[src/rtl/kts_pkg.sv]
package kts_pkg;

    localparam int NTRAP = 4;

    // Field layout of the legacy-support word, MSB first.
    typedef struct packed {
        logic             a20_done;
        logic             rsvd;
        logic             route_en;
        logic             irq_live;
        logic [NTRAP-1:0] trap_flag;
        logic             a20_smi_en;
        logic             a20_prog;
        logic             a20_en;
        logic             usb_smi_en;
        logic [NTRAP-1:0] trap_en;
    } legsup_t;

    localparam logic [15:0] LEGSUP_RESET = 16'h2000;

    // Channels 0/1 watch the data port, 2/3 the command port;
    // even channels trap reads, odd channels trap writes.
    function automatic bit chan_is_cmd(int idx);
        return idx >= 2;
    endfunction

    function automatic bit chan_is_write(int idx);
        return (idx % 2) == 1;
    endfunction

    function automatic logic smi_request(legsup_t w, logic irq);
        return (|(w.trap_flag & w.trap_en))
             | (irq & w.usb_smi_en)
             | (w.a20_done & w.a20_smi_en);
    endfunction

endpackage

[src/rtl/kts_trap_chan.sv]
module kts_trap_chan #(
    parameter int            AW       = 16,
    parameter logic [AW-1:0] MATCH    = 'h60,
    parameter bit            WR_KIND  = 1'b0
) (
    input  logic          clk,
    input  logic          rst,
    input  logic [AW-1:0] io_addr,
    input  logic          io_rd,
    input  logic          io_wr,
    input  logic          clr,
    output logic          flag
);

    logic hit;

    always_comb begin
        hit = (io_addr == MATCH) && (WR_KIND ? io_wr : io_rd);
    end

    // A fresh event outranks a same-cycle clear.
    always_ff @(posedge clk) begin
        if (rst)      flag <= 1'b0;
        else if (hit) flag <= 1'b1;
        else if (clr) flag <= 1'b0;
    end

    assert_trap_sets_R2: assert property (@(posedge clk) disable iff (rst)
        hit |=> flag);
    assert_w1c_clears_R3: assert property (@(posedge clk) disable iff (rst)
        (clr && !hit) |=> !flag);
    assert_flag_holds_R3: assert property (@(posedge clk) disable iff (rst)
        (!clr && !hit) |=> $stable(flag));

endmodule

[src/rtl/kts_a20_track.sv]
module kts_a20_track (
    input  logic clk,
    input  logic rst,
    input  logic en,
    input  logic busy_in,
    input  logic clr,
    output logic prog,
    output logic done
);

    logic prog_q;
    logic ended;

    always_comb begin
        prog  = en & busy_in;
        ended = prog_q & ~prog;
    end

    always_ff @(posedge clk) begin
        if (rst) begin
            prog_q <= 1'b0;
            done   <= 1'b0;
        end else begin
            prog_q <= prog;
            if (ended)    done <= 1'b1;
            else if (clr) done <= 1'b0;
        end
    end

    assert_a20_end_sets_R8: assert property (@(posedge clk) disable iff (rst)
        $fell(prog) |=> done);

endmodule

[src/rtl/kts_legacy_router.sv]
module kts_legacy_router #(
    parameter int            AW        = 16,
    parameter logic [AW-1:0] DATA_PORT = 'h60,
    parameter logic [AW-1:0] CMD_PORT  = 'h64
) (
    input  logic          clk,
    input  logic          rst,
    input  logic [AW-1:0] io_addr,
    input  logic          io_rd,
    input  logic          io_wr,
    input  logic          reg_wr,
    input  logic [15:0]   reg_wdata,
    output logic [15:0]   reg_rdata,
    input  logic          usb_irq,
    input  logic          a20_busy,
    output logic          usb_intr,
    output logic          smi_n
);
    import kts_pkg::*;

    legsup_t              wr_word;
    legsup_t              rd_word;
    logic [NTRAP-1:0]     trap_en;
    logic [NTRAP-1:0]     trap_flag;
    logic                 usb_smi_en;
    logic                 a20_en;
    logic                 a20_smi_en;
    logic                 route_en;
    logic                 a20_prog;
    logic                 a20_done;
    logic                 unused_wbits;

    assign wr_word      = legsup_t'(reg_wdata);
    assign unused_wbits = ^{wr_word.rsvd, wr_word.irq_live, wr_word.a20_prog};

    always_ff @(posedge clk) begin
        if (rst) begin
            trap_en    <= '0;
            usb_smi_en <= 1'b0;
            a20_en     <= 1'b0;
            a20_smi_en <= 1'b0;
            route_en   <= LEGSUP_RESET[13];
        end else if (reg_wr) begin
            trap_en    <= wr_word.trap_en;
            usb_smi_en <= wr_word.usb_smi_en;
            a20_en     <= wr_word.a20_en;
            a20_smi_en <= wr_word.a20_smi_en;
            route_en   <= wr_word.route_en;
        end
    end

    for (genvar g = 0; g < NTRAP; g++) begin : g_trap
        localparam logic [AW-1:0] PORT = chan_is_cmd(g) ? CMD_PORT : DATA_PORT;
        localparam bit            WRK  = chan_is_write(g);
        kts_trap_chan #(
            .AW      (AW),
            .MATCH   (PORT),
            .WR_KIND (WRK)
        ) u_chan (
            .clk     (clk),
            .rst     (rst),
            .io_addr (io_addr),
            .io_rd   (io_rd),
            .io_wr   (io_wr),
            .clr     (reg_wr & wr_word.trap_flag[g]),
            .flag    (trap_flag[g])
        );
    end

    kts_a20_track u_a20 (
        .clk     (clk),
        .rst     (rst),
        .en      (a20_en),
        .busy_in (a20_busy),
        .clr     (reg_wr & wr_word.a20_done),
        .prog    (a20_prog),
        .done    (a20_done)
    );

    always_comb begin
        rd_word            = '0;
        rd_word.trap_en    = trap_en;
        rd_word.usb_smi_en = usb_smi_en;
        rd_word.a20_en     = a20_en;
        rd_word.a20_prog   = a20_prog;
        rd_word.a20_smi_en = a20_smi_en;
        rd_word.trap_flag  = trap_flag;
        rd_word.irq_live   = usb_irq;
        rd_word.route_en   = route_en;
        rd_word.rsvd       = 1'b0;
        rd_word.a20_done   = a20_done;
        reg_rdata          = 16'(rd_word);
        usb_intr           = usb_irq & route_en;
        smi_n              = ~smi_request(rd_word, usb_irq);
    end

    assert_smi_on_trap_R4: assert property (@(posedge clk) disable iff (rst)
        ((trap_flag & trap_en) != '0) |-> !smi_n);
    assert_route_off_R6: assert property (@(posedge clk) disable iff (rst)
        !route_en |-> !usb_intr);
    assert_a20_smi_R8: assert property (@(posedge clk) disable iff (rst)
        (a20_done && a20_smi_en) |-> !smi_n);

endmodule

[config.mk]
export PLATFORM = sky130hd
export DESIGN_NAME = kts_legacy_router
export DESIGN_NICKNAME = d
export VERILOG_FILES = /design/src/rtl/kts_pkg.sv /design/src/rtl/kts_trap_chan.sv /design/src/rtl/kts_a20_track.sv /design/src/rtl/kts_legacy_router.sv
export SDC_FILE = /design/constraint.sdc
export NUM_CORES = 1
export LEC_CHECK = 0
export ABC_AREA = 1
export BUFFER_PORTS_ARGS = -buffer_cell sky130_fd_sc_hd__buf_2
export CAP_MARGIN = 30
export CORE_MARGIN = 5
export CORE_UTILIZATION = 38
export CTS_CLUSTER_DIAMETER = 50
export DETAILED_ROUTE_END_ITERATION = 8
export GPL_TIMING_DRIVEN = 0
export PLACE_DENSITY = 0.78
export SKIP_LAST_GASP = 1
export SLEW_MARGIN = 20
export SYNTH_ARGS = -nofsm -noshare
export SYNTH_HDL_FRONTEND = slang
export SYNTH_SLANG_ARGS = --single-unit
[constraint.sdc]
create_clock -name clk -period 0.9 [get_ports clk]
set_input_delay 0.09 -clock clk [delete_from_list [all_inputs] [get_ports clk]]
set_output_delay 0.09 -clock clk [all_outputs]
set_load 0.02 [all_outputs]
# Word level (Yosys, flattened, before mapping)
# Index checks and enable logic that the tools add are counted.
[classes] n_eq_ne=2 muxes=10 n_bitwise=15 n_reduce_logical=10
[op_table] cell="$eq 16x7->1 const B" count=2
[op_table] cell="$and 1x1->1" count=10
[op_table] cell="$mux 1" count=10
[op_table] cell="$reduce_bool 2->1" count=5
[op_table] cell="$and 4x4->4" count=1
[op_table] cell="$logic_and 1x1->1" count=4
[op_table] cell="$reduce_or 4->1" count=1
[op_table] cell="$not 1->1" count=2
[op_table] cell="$or 1x1->1" count=2
[word_totals] register_bits=14 inputBits=39 out_inout_bits=18

# Longest topological paths before layout
# Gate-level depths: netlist of run 1.
[logic_depth] depth_word=5 depth_mapped=6 ltp_nobuf=6

# Hierarchy
# A second synthesis of run 1 with hierarchy kept.
[hier_totals] cells_unflattened=156 hier_area_um2=924.6
[modules_own_cells] module="kts_legacy_router" n_inst=1 cells_per_inst=69 area_per_inst_um2=440.4 seq_area_each_um2=160.2
[modules_own_cells] module="kts_trap_chan (g_trap[2].u_chan ...)" n_inst=2 cells_per_inst=20 area_per_inst_um2=103.8 seq_area_each_um2=20.0
[modules_own_cells] module="kts_trap_chan (g_trap[0].u_chan ...)" n_inst=2 cells_per_inst=19 area_per_inst_um2=100.1 seq_area_each_um2=20.0
[modules_own_cells] module="kts_a20_track" n_inst=1 cells_per_inst=9 area_per_inst_um2=76.3 seq_area_each_um2=40.0

# Worst setup path before layout of run 1
# OpenSTA, ideal clock, no wires.
[synth_path] path_kind="register -> output" startpoint="register trap_en[1]" endpoint="output smi_n" t_arrival_ns=0.817 t_required_ns=0.810 path_slack_ns=-0.007 stages_incl_launch_ff=4 path_buffers=0 cell_sequence="dfxtp_1 -> nand2_1 -> nand4_1 -> nor2_1"
[synth_via] elab_chain_cells=5
[synth_lines] element="start: declaration" line="kts_legacy_router.sv:23" rtl="logic [NTRAP-1:0] trap_en;"
[synth_lines] element="start signal: assignment" line="kts_legacy_router.sv:44" rtl="trap_en <= wr_word.trap_en;"
[synth_lines] element="$and 4x4->4" line="kts_pkg.sv:32" rtl="return (|(w.trap_flag & w.trap_en))"
[synth_lines] element="$reduce_or 4->1" line="kts_pkg.sv:32"
[synth_lines] element="$or 1x1->1" line="kts_pkg.sv:33" rtl="| (irq & w.usb_smi_en)"
[synth_lines] element="$or 1x1->1" line="kts_pkg.sv:34" rtl="| (w.a20_done & w.a20_smi_en);"
[synth_lines] element="$not 1->1" line="kts_legacy_router.sv:94" rtl="smi_n = ~smi_request(rd_word, usb_irq);"
[synth_lines] element="end: declaration" line="kts_legacy_router.sv:17" rtl="output logic smi_n"
# Every way passes these cells.

# Worst setup path after layout of run 1
[layout_path] startpoint="register a20_en" endpoint="output reg_rdata[6]"
[layout_via] elab_chain_cells=1
[layout_lines] element="start: declaration" line="kts_legacy_router.sv:26" rtl="logic a20_en;"
[layout_lines] element="start signal: assignment" line="kts_legacy_router.sv:46" rtl="a20_en <= wr_word.a20_en;"
[layout_lines] element="$and 1x1->1" line="kts_a20_track.sv:15" rtl="prog = en & busy_in;"
[layout_lines] element="end: declaration" line="kts_legacy_router.sv:13" rtl="output logic [15:0] reg_rdata,"
# Every way passes these cells.

==> run metrics, run 1 <==
CP arrival 1000 ps; DRT Pass-1 Iters 4; synthesis-stage register bit count 14; pin count of the biggest net entering global routing 11; gpl congestion 0.7220; Critical Path RT 810 ps; Mapped Cells 107; DP Worst Slack 63.54 ps; Synth Area per Inst 6.677 um^2; P_int 1.074 mW; Final Cycle Share 1.207; I/O pin cnt 57; CTS hold repair buffers 0; Comb power frac 0.232; Period minus WS final 1086 ps; critical-path maximum fanout 3; violated checks negative setup slack; Synth Cell Area 714.4 um^2; clock tree buffer depth 2; global route total overflow 0; count of cell types in the netlist 13; Net Sw Frac 0.2616; P_sw 0.3805 mW; first-pass GRT wire length 3.056 mm; CTS tree built; via count 864; starting DRC count in detailed routing 8; synth-to-layout area growth 68.13%; fmax 0.9208 GHz; Core Region 0.001764 mm^2; Routed Antenna Nets 0; status finished with violations; DR vias/cell 4.524; final worst slack -186.0 ps; Crit path buffers/inverters 3; Final Hold Fails 0; post-synth net total 146; chip width 53.36 um; critical path's slowest cell dfxtp_4; yosys warns 0; Row Count 15; leakage 0.6241 nW; critical path launch point type flip-flop; RSZ-0062 raised after global routing yes; clock share of power 0.304; placed instance area 0.001008 mm^2; PD cells 1211 mW/mm^2; Clock transition at path regs 80 ps; endpoints failing setup 12; sequential share of power 0.464; initial cell density of the core 0.4050; I/O Buffers 52; Routed Wire Length 2.093 mm; Clock Latency Late Sink 270 ps; Num Clock Sinks 14; Remaining DRCs 0; CP delay by family, top flip-flops; clock skew 1.101 ps; Hold WS 25.20 ps; CP endpoint kind primary output; VDD IR max 0.5622 mV; H-tree depth 1; Num CTS Buffers 3; crit-path max cell delay 370 ps; crit path kind reg -> out; HPWL after detailed placement 1.607 mm; wire per inst 10.96 um; layout cells sized above 1 0.5663; worst-path cell chain nand2_4 -> inv_1 -> buf_4 -> buf_2; total negative slack -724.6 ps; # fillers 159; worst hold path class in -> reg; Final #Nets 206; vias in the first global route 797; overall routing resource usage 0.1450; max-slew violations 0; Final Instance Area 0.001201 mm^2; DIE AREA 0.002847 mm^2; max_cap viols 0; Die H 53.36 um; clk root buf clkbuf_4; post-synthesis sequential area ratio 0.3923; initial antenna violation count 0; Diodes inserted 0
## power groups by stage
stage | clock network, mW | logic (mW) | registers (mW)
after CTS | 0.455 | 0.330 | 0.672
after global routing | 0.478 | 0.368 | 0.679
final | 0.443 | 0.337 | 0.675
after floorplan | 0 | 0.138 | 0.693
after detailed placement | 0 | 0.285 | 0.681
after global placement | 0 | 0.277 | 0.679
## cell families (layout without fill, tap and decap cells)
kind of cell | after synthesis | after routing | share of synthesized area
flops | 14 | 14 | 0.3923
compound gates | 12 | 12 | 0.08405
other cells | 1 | 1 | 0.005249
simple gates | 61 | 61 | 0.3503
buf+inv | 19 | 78 | 0.1681
## final cells by class
| type | instances | area, um^2 | share of cell area |
|---|---|---|---|
| flip-flops and latches | 14 | 299.0 | 0.2490 |
| clock buffers | 4 | 36.28 | 0.03021 |
| repair buffers | 60 | 417.9 | 0.3479 |
| plain buffers | 8 | 67.56 | 0.05625 |
| well taps | 25 | 31.28 | 0.02604 |
| multi-input cells | 74 | 326.6 | 0.2719 |
| inverters | 6 | 22.52 | 0.01875 |
## cell usage after synthesis
cell type,instances,area share
nor2_4,1,0.016
conb_1,1,0.0052
buf_4,13,0.14
a21oi_1,5,0.035
inv_2,2,0.011
nor2_1,24,0.13
nand3_1,5,0.035
nor2_2,2,0.018
inv_1,4,0.021
dfxtp_1,14,0.39
o21ai_1,7,0.049
nand2_1,28,0.15
nand4_1,1,0.0088
## per-stage QoR
step                      power (mW)  cells    util
after CTS                      1.457    191  0.6731
after detailed placement      0.9657    184  0.5716
after global placement        0.9564    184  0.5716
after global routing           1.524    191  0.6809
final                          1.455    191  0.6809
after floorplan               0.8301    107       -
## worst reg2reg max path, delay by kind of cell (launching register included)
kind | cells | cell delay (ps)
flops | 1 | 330
buf+inv | 2 | 230
compound gates | 1 | 130
simple gates | 1 | 50
## registers in the layout, summed over array words and instances, names as in the netlist
signal and flops:
trap_en 4, g_trap.u_chan.flag 4, a20_smi_en 1, u_a20.prog_q 1, u_a20.done 1, usb_smi_en 1, route_en 1, a20_en 1
## layout by cell type (no fill, tap or decap)
master	netlist	layout
dfxtp_1	14	1
nand2_4	0	1
nand2_1	28	26
nand3_1	5	5
nor2_2	2	3
nor2_1	24	23
buf_6	0	18
nand2_2	0	1
dfxtp_2	0	12
dfxtp_4	0	1
nand4_1	1	1
buf_4	13	13
nor2_4	1	1
conb_1	1	1
inv_2	2	3
buf_2	0	37
clkbuf_8	0	1
clkbuf_4	0	3
o21ai_1	7	7
inv_1	4	3
a21oi_1	5	5
## path summary, 6_finish.rpt
| path | from | end | slack (ps) | cells after the start |
|---|---|---|---|---|
| min | reg_wdata[13] | route_en$_SDFFE_PP1P_ | 30 | 3 |
| max | a20_en$_SDFFE_PP0P_ | reg_rdata[6] | -190 | 4 |
| min reg2reg | u_a20.prog_q$_SDFF_PP0_ | u_a20.done$_SDFFE_PP0P_ | 460 | 2 |
| max reg2reg | a20_smi_en$_SDFFE_PP0P_ | a20_smi_en$_SDFFE_PP0P_ | 50 | 4 |
## per-layer routing
layer | vias to the layer above | routed length [um] | GRT usage | part of all wire
met4 | 0 | 14 | 0.05957 | 0.0067
met2 | 43 | 1109 | 0.2816 | 0.53
li1 | 439 | - | - | -
met3 | 4 | 247 | 0.03944 | 0.12
met5 | - | 0 | 0 | 0
met1 | 378 | 722 | 0.1395 | 0.34
## what timing repair did
action	4_1_cts	5_1_grt
pin swaps	0	1
gates cloned	0	0
setup endpoints to repair	16	15
gates resized for setup	44	13
buffers inserted	4	6
endpoints found under the hold margin	0	0
(Power assumes the default switching activity.)
==> inputs of run 2 (changes only) <==
CORE_UTILIZATION = 40   (was 38)
PLACE_DENSITY = 0.82   (was 0.78)
TNS_END_PERCENT = 100   (was not set)
clock period = 1.3 ns   (was 0.9 ns; I/O delays follow)
==> run 2 against run 1 <==
  * The run now ends clean
  * Global-route usage shrank 0.96 points
  * Via count shrank 2.0%
  * Non-clock buffer count shrank 3
  * Largest cell class unchanged
  * Clock power shrank 31%
  * Final cell count shrank 1.6%
  * Design area shrank 13%
  * Wire length shrank 14%
  * Combinational power shrank 42%
  * First-iteration DRC count grew 88%
  * Utilization shrank 7.1 points
  * Critical path type unchanged
  * Sequential share of layout area grew 2.0 points
  * Largest power group unchanged
  * Critical path depth is the same
==> run metrics, run 2 (same netlist as run 1, synthesis figures left out) <==
gpl congestion 0.6973; Final Cycle Share 0.8978; pin count of the biggest net entering global routing 11; endpoints failing setup 0; initial antenna violation count 0; critical path launch point type flip-flop; Top Registers g_trap.u_chan.flag x4, trap_en x4; Diodes inserted 0; Worst Setup EP reg_rdata[6]; RSZ-0062 raised after global routing no; Num CTS Buffers 3; DR vias/cell 4.505; via count 847; Final #Nets 203; worst hold path class in -> reg; I/O pin cnt 57; fmax 0.8568 GHz; Remaining DRCs 0; Num Clock Sinks 14; max_cap viols 0; PostCTS Resize Cnt 0; Top Metal Used met4; clock tree buffer depth 2; Reg2Reg Launch Point a20_en$_SDFFE_PP0P_; Routed Wire Length 1.806 mm; clk root buf clkbuf_4; synth-to-layout area growth 45.88%; Crit. Startpoint a20_en$_SDFFE_PP0P_; Core Region 0.001708 mm^2; I/O Buffers 52; Clock Latency Late Sink 280 ps; worst flop-to-flop path endpoint u_a20.done$_SDFFE_PP0P_; crit path kind reg -> out; Setup Buffers After CTS 0; WL met2 833 um; max-slew violations 0; Die H 52.26 um; r2r worst-path depth 3; Clock transition at path regs 80 ps; leakage 0.5747 nW; CTS hold repair buffers 0; vias in the first global route 753; Post-Place Cells 184; CP arrival 1040 ps; wire per inst 9.606 um; CP endpoint kind primary output; chip width 52.26 um; VDD IR max 0.4334 mV; Final Hold Fails 0; Period minus WS final 1167 ps; post-route insts no fill 188; H-tree depth 1; met1 wire length 707 um; CTS tree built; HPWL after detailed placement 1.555 mm; total negative slack 0 ps; most frequent cells in the layout buf_2, nand2_1, nor2_1; critical-path maximum fanout 3; PD cells 922.8 mW/mm^2; DIE AREA 0.002731 mm^2; Hold WS 67.72 ps; most common cell after layout, fill and taps aside buf_2; clock skew 0.3270 ps; Routed Antenna Nets 0; status finished clean; met3 WL 228 um; starting DRC count in detailed routing 15; Row Count 15; initial cell density of the core 0.4183; overall routing resource usage 0.1354; reg2reg setup slack 620 ps; layout cells sized above 1 0.4540; Critical Path RT 1170 ps; first-pass GRT wire length 2.849 mm; DRT Pass-1 Iters 4; global route total overflow 0
-- run 2: cell count changes in the layout (fill, tap and decap cells not counted), sizes merged --
cell / previous run / this run
buf: 68 / 65
-- run 2: layout make-up --
type	instances	area [um^2]
fillers	175	665.6
multi-input cells	74	314.1
flip-flops and latches	14	280.3
repair buffers	52	260.3
plain buffers	13	97.59
clock buffers	4	36.28
well taps	25	31.28
inverters	6	22.52
-- run 2: worst min path at each step --
stage                  start                                  to  slack (ps)  cells past startpoint
2_1_floorplan            rst  g_trap[0].u_chan.flag$_SDFFE_PP0P_         200                      1
3_3_place_gp   reg_wdata[13]               route_en$_SDFFE_PP1P_         340                      3
3_5_place_dp   reg_wdata[13]               route_en$_SDFFE_PP1P_         350                      3
4_1_cts        reg_wdata[13]               route_en$_SDFFE_PP1P_          60                      3
5_1_grt        reg_wdata[13]               route_en$_SDFFE_PP1P_          60                      3
6_report       reg_wdata[13]               route_en$_SDFFE_PP1P_          70                      3
-- run 2: worst max-delay path: stages, from the launching register on --
cell and delay, ps:
dfxtp_1 360, nand2_1 100, inv_1 60, buf_4 90, buf_2 150
-- run 2: where the power goes --
part	switching [mW]	internal (mW)	total [mW]	leakage, nW
Clock	0.137	0.170	0.307	0.0210
Sequential	0.0135	0.448	0.461	0.115
Combinational	0.101	0.0921	0.194	0.439
Total	0.252	0.710	0.962	0.575
-- run 2: stage by stage --
step	power [mW]	area (um^2)	util	setup slack, ps
floorplan	0.5742	714.4	-	353.4
global placement	0.6620	1006	0.5890	447.7
detailed placement	0.6669	1006	0.5890	426.2
CTS	0.9750	1042	0.6103	118.1
global route	1.020	1042	0.6103	48.83
finish	0.9618	1042	0.6103	132.8
-- run 2: routing by layer --
layer	vias up	global-route usage
met2	45	0.2343
met4	0	0.06383
met3	5	0.03134
met1	365	0.1557
met5	-	0
li1	432	-
==> inputs of run 3 (changes only) <==
GPL_TIMING_DRIVEN = not set   (was 0)
RECOVER_POWER = 50   (was not set)
==> run 3 against run 2 <==
  * Combinational power decreased by 13%
  * Critical path type unchanged
  * Largest power group unchanged
  * Non-clock buffer count down 13
  * Clock-buffer cell count down 1
==> run metrics, run 3 (same netlist as run 1, synthesis figures left out) <==
status finished clean; CP delay by family, top flip-flops; first-pass GRT wire length 2.628 mm; P_int 0.6270 mW; CP arrival 1010 ps; initial antenna violation count 0; max-slew violations 0; Clock Latency Late Sink 270 ps; I/O Buffers 52; PD cells 927.3 mW/mm^2; Row Count 15; Setup Buffers After CTS 0; Num Clock Sinks 14; I/O pin cnt 57; post-route insts no fill 174; M1 GR Usage 0.1382; Diodes inserted 0; CTS hold repair buffers 0; starting DRC count in detailed routing 4; Num CTS Buffers 3; sequential share of power 0.535; total negative slack 0 ps; P_sw 0.2326 mW; Net Sw Frac 0.2706; sequential cell area 280.3 um^2; Core Region 0.001708 mm^2; Critical Path RT 1170 ps; H-tree depth 1; most frequent cells in the layout buf_2, nand2_1, nor2_1; # fillers 186; DRT Pass-1 Iters 4; Top Registers g_trap.u_chan.flag x4, trap_en x4; clock tree buffer depth 2; final total power 0.8597 mW; chip width 52.26 um; Hold WS 72.47 ps; endpoints failing setup 0; gr busiest metal met2; clock share of power 0.270; overall routing resource usage 0.1294; fmax 0.8802 GHz; Crit path buffers/inverters 1; Remaining DRCs 0; critical-path maximum fanout 3; crit-path max cell delay 330 ps; Routed Antenna Nets 0; synth-to-layout area growth 29.77%; via count 779; grt met2 use 0.2218; VDD IR max 0.3488 mV; RSZ-0062 raised after global routing no; Routed Wire Length 1.713 mm; critical path launch point type flip-flop; max_cap viols 0; clock skew 0.1265 ps; leakage 0.4970 nW; wire per inst 9.845 um; initial cell density of the core 0.4183; vias in the first global route 673; global route total overflow 0; clk root buf clkbuf_4; critical path's slowest cell dfxtp_1; CP endpoint kind primary output; Post-Place Cells 171; Comb power frac 0.195; most common cell after layout, fill and taps aside buf_2; worst-path cell chain nand2_1 -> nand4_1 -> nor2_1 -> buf_2; Final Hold Fails 0; DR vias/cell 4.477; Period minus WS final 1136 ps; crit path kind reg -> out; Die H 52.26 um; PostCTS Resize Cnt 0; M3 GR Usage 0.03134; Clock transition at path regs 80 ps; footprint of the multi-input gates 311.5 um^2; CTS tree built; gpl congestion 0.6878; worst hold path class in -> reg; Final Cycle Share 0.8739; layout cells sized above 1 0.3893; HPWL after detailed placement 1.457 mm; pin count of the biggest net entering global routing 15; post-layout util 0.5429; Final #Nets 190; DIE AREA 0.002731 mm^2
run 3: changes by cell type in the layout (fill, tap and decap cells not counted), sizes merged:
cell / before / now
buf: 65 / 51
run 3: layout make-up:
| type | count | area share |
|---|---|---|
| inverter | 6 | 0.02429 |
| multi-input combinational | 74 | 0.3360 |
| tap | 25 | 0.03374 |
| sequential | 14 | 0.3023 |
| timing repair buffer | 52 | 0.2794 |
| clock buffer | 3 | 0.02429 |
run 3: worst paths after layout:
kind | from | end | slack, ps | depth (start not counted)
max | g_trap[1].u_chan.flag$_SDFFE_PP0P_ | smi_n | 160 | 4
min | reg_wdata[1] | trap_en[1]$_SDFFE_PP0P_ | 70 | 3
max reg2reg | a20_en$_SDFFE_PP0P_ | u_a20.done$_SDFFE_PP0P_ | 640 | 3
min reg2reg | u_a20.prog_q$_SDFF_PP0_ | u_a20.done$_SDFFE_PP0P_ | 450 | 2
run 3: metal layers:
metal | wire length [um] | part of all wire
met1 | 682 | 0.40
met2 | 771 | 0.45
met3 | 217 | 0.13
met4 | 42 | 0.025
met5 | 0 | 0
run 3: worst reg2reg max path, stage by stage, from the launching register on:
cell	delay, ps
dfxtp_1	350
nand2_1	90
nand2_1	60
a21oi_1	50
run 3: stage by stage:
step / worst slack, ps / instance area (um^2)
after floorplan: 353.4 / 714.4
after global placement: 471.2 / 908.4
after detailed placement: 460.0 / 908.4
after CTS: 159.1 / 930.9
after global routing: 97.82 / 927.1
final: 163.9 / 927.1
run 3: power groups by stage:
stage	Combinational [mW]	Clock (mW)	Sequential (mW)
2_1_floorplan	0.0947	0	0.479
3_3_place_gp	0.170	0	0.470
3_5_place_dp	0.173	0	0.472
4_1_cts	0.173	0.237	0.461
5_1_grt	0.188	0.269	0.463
6_report	0.168	0.232	0.460
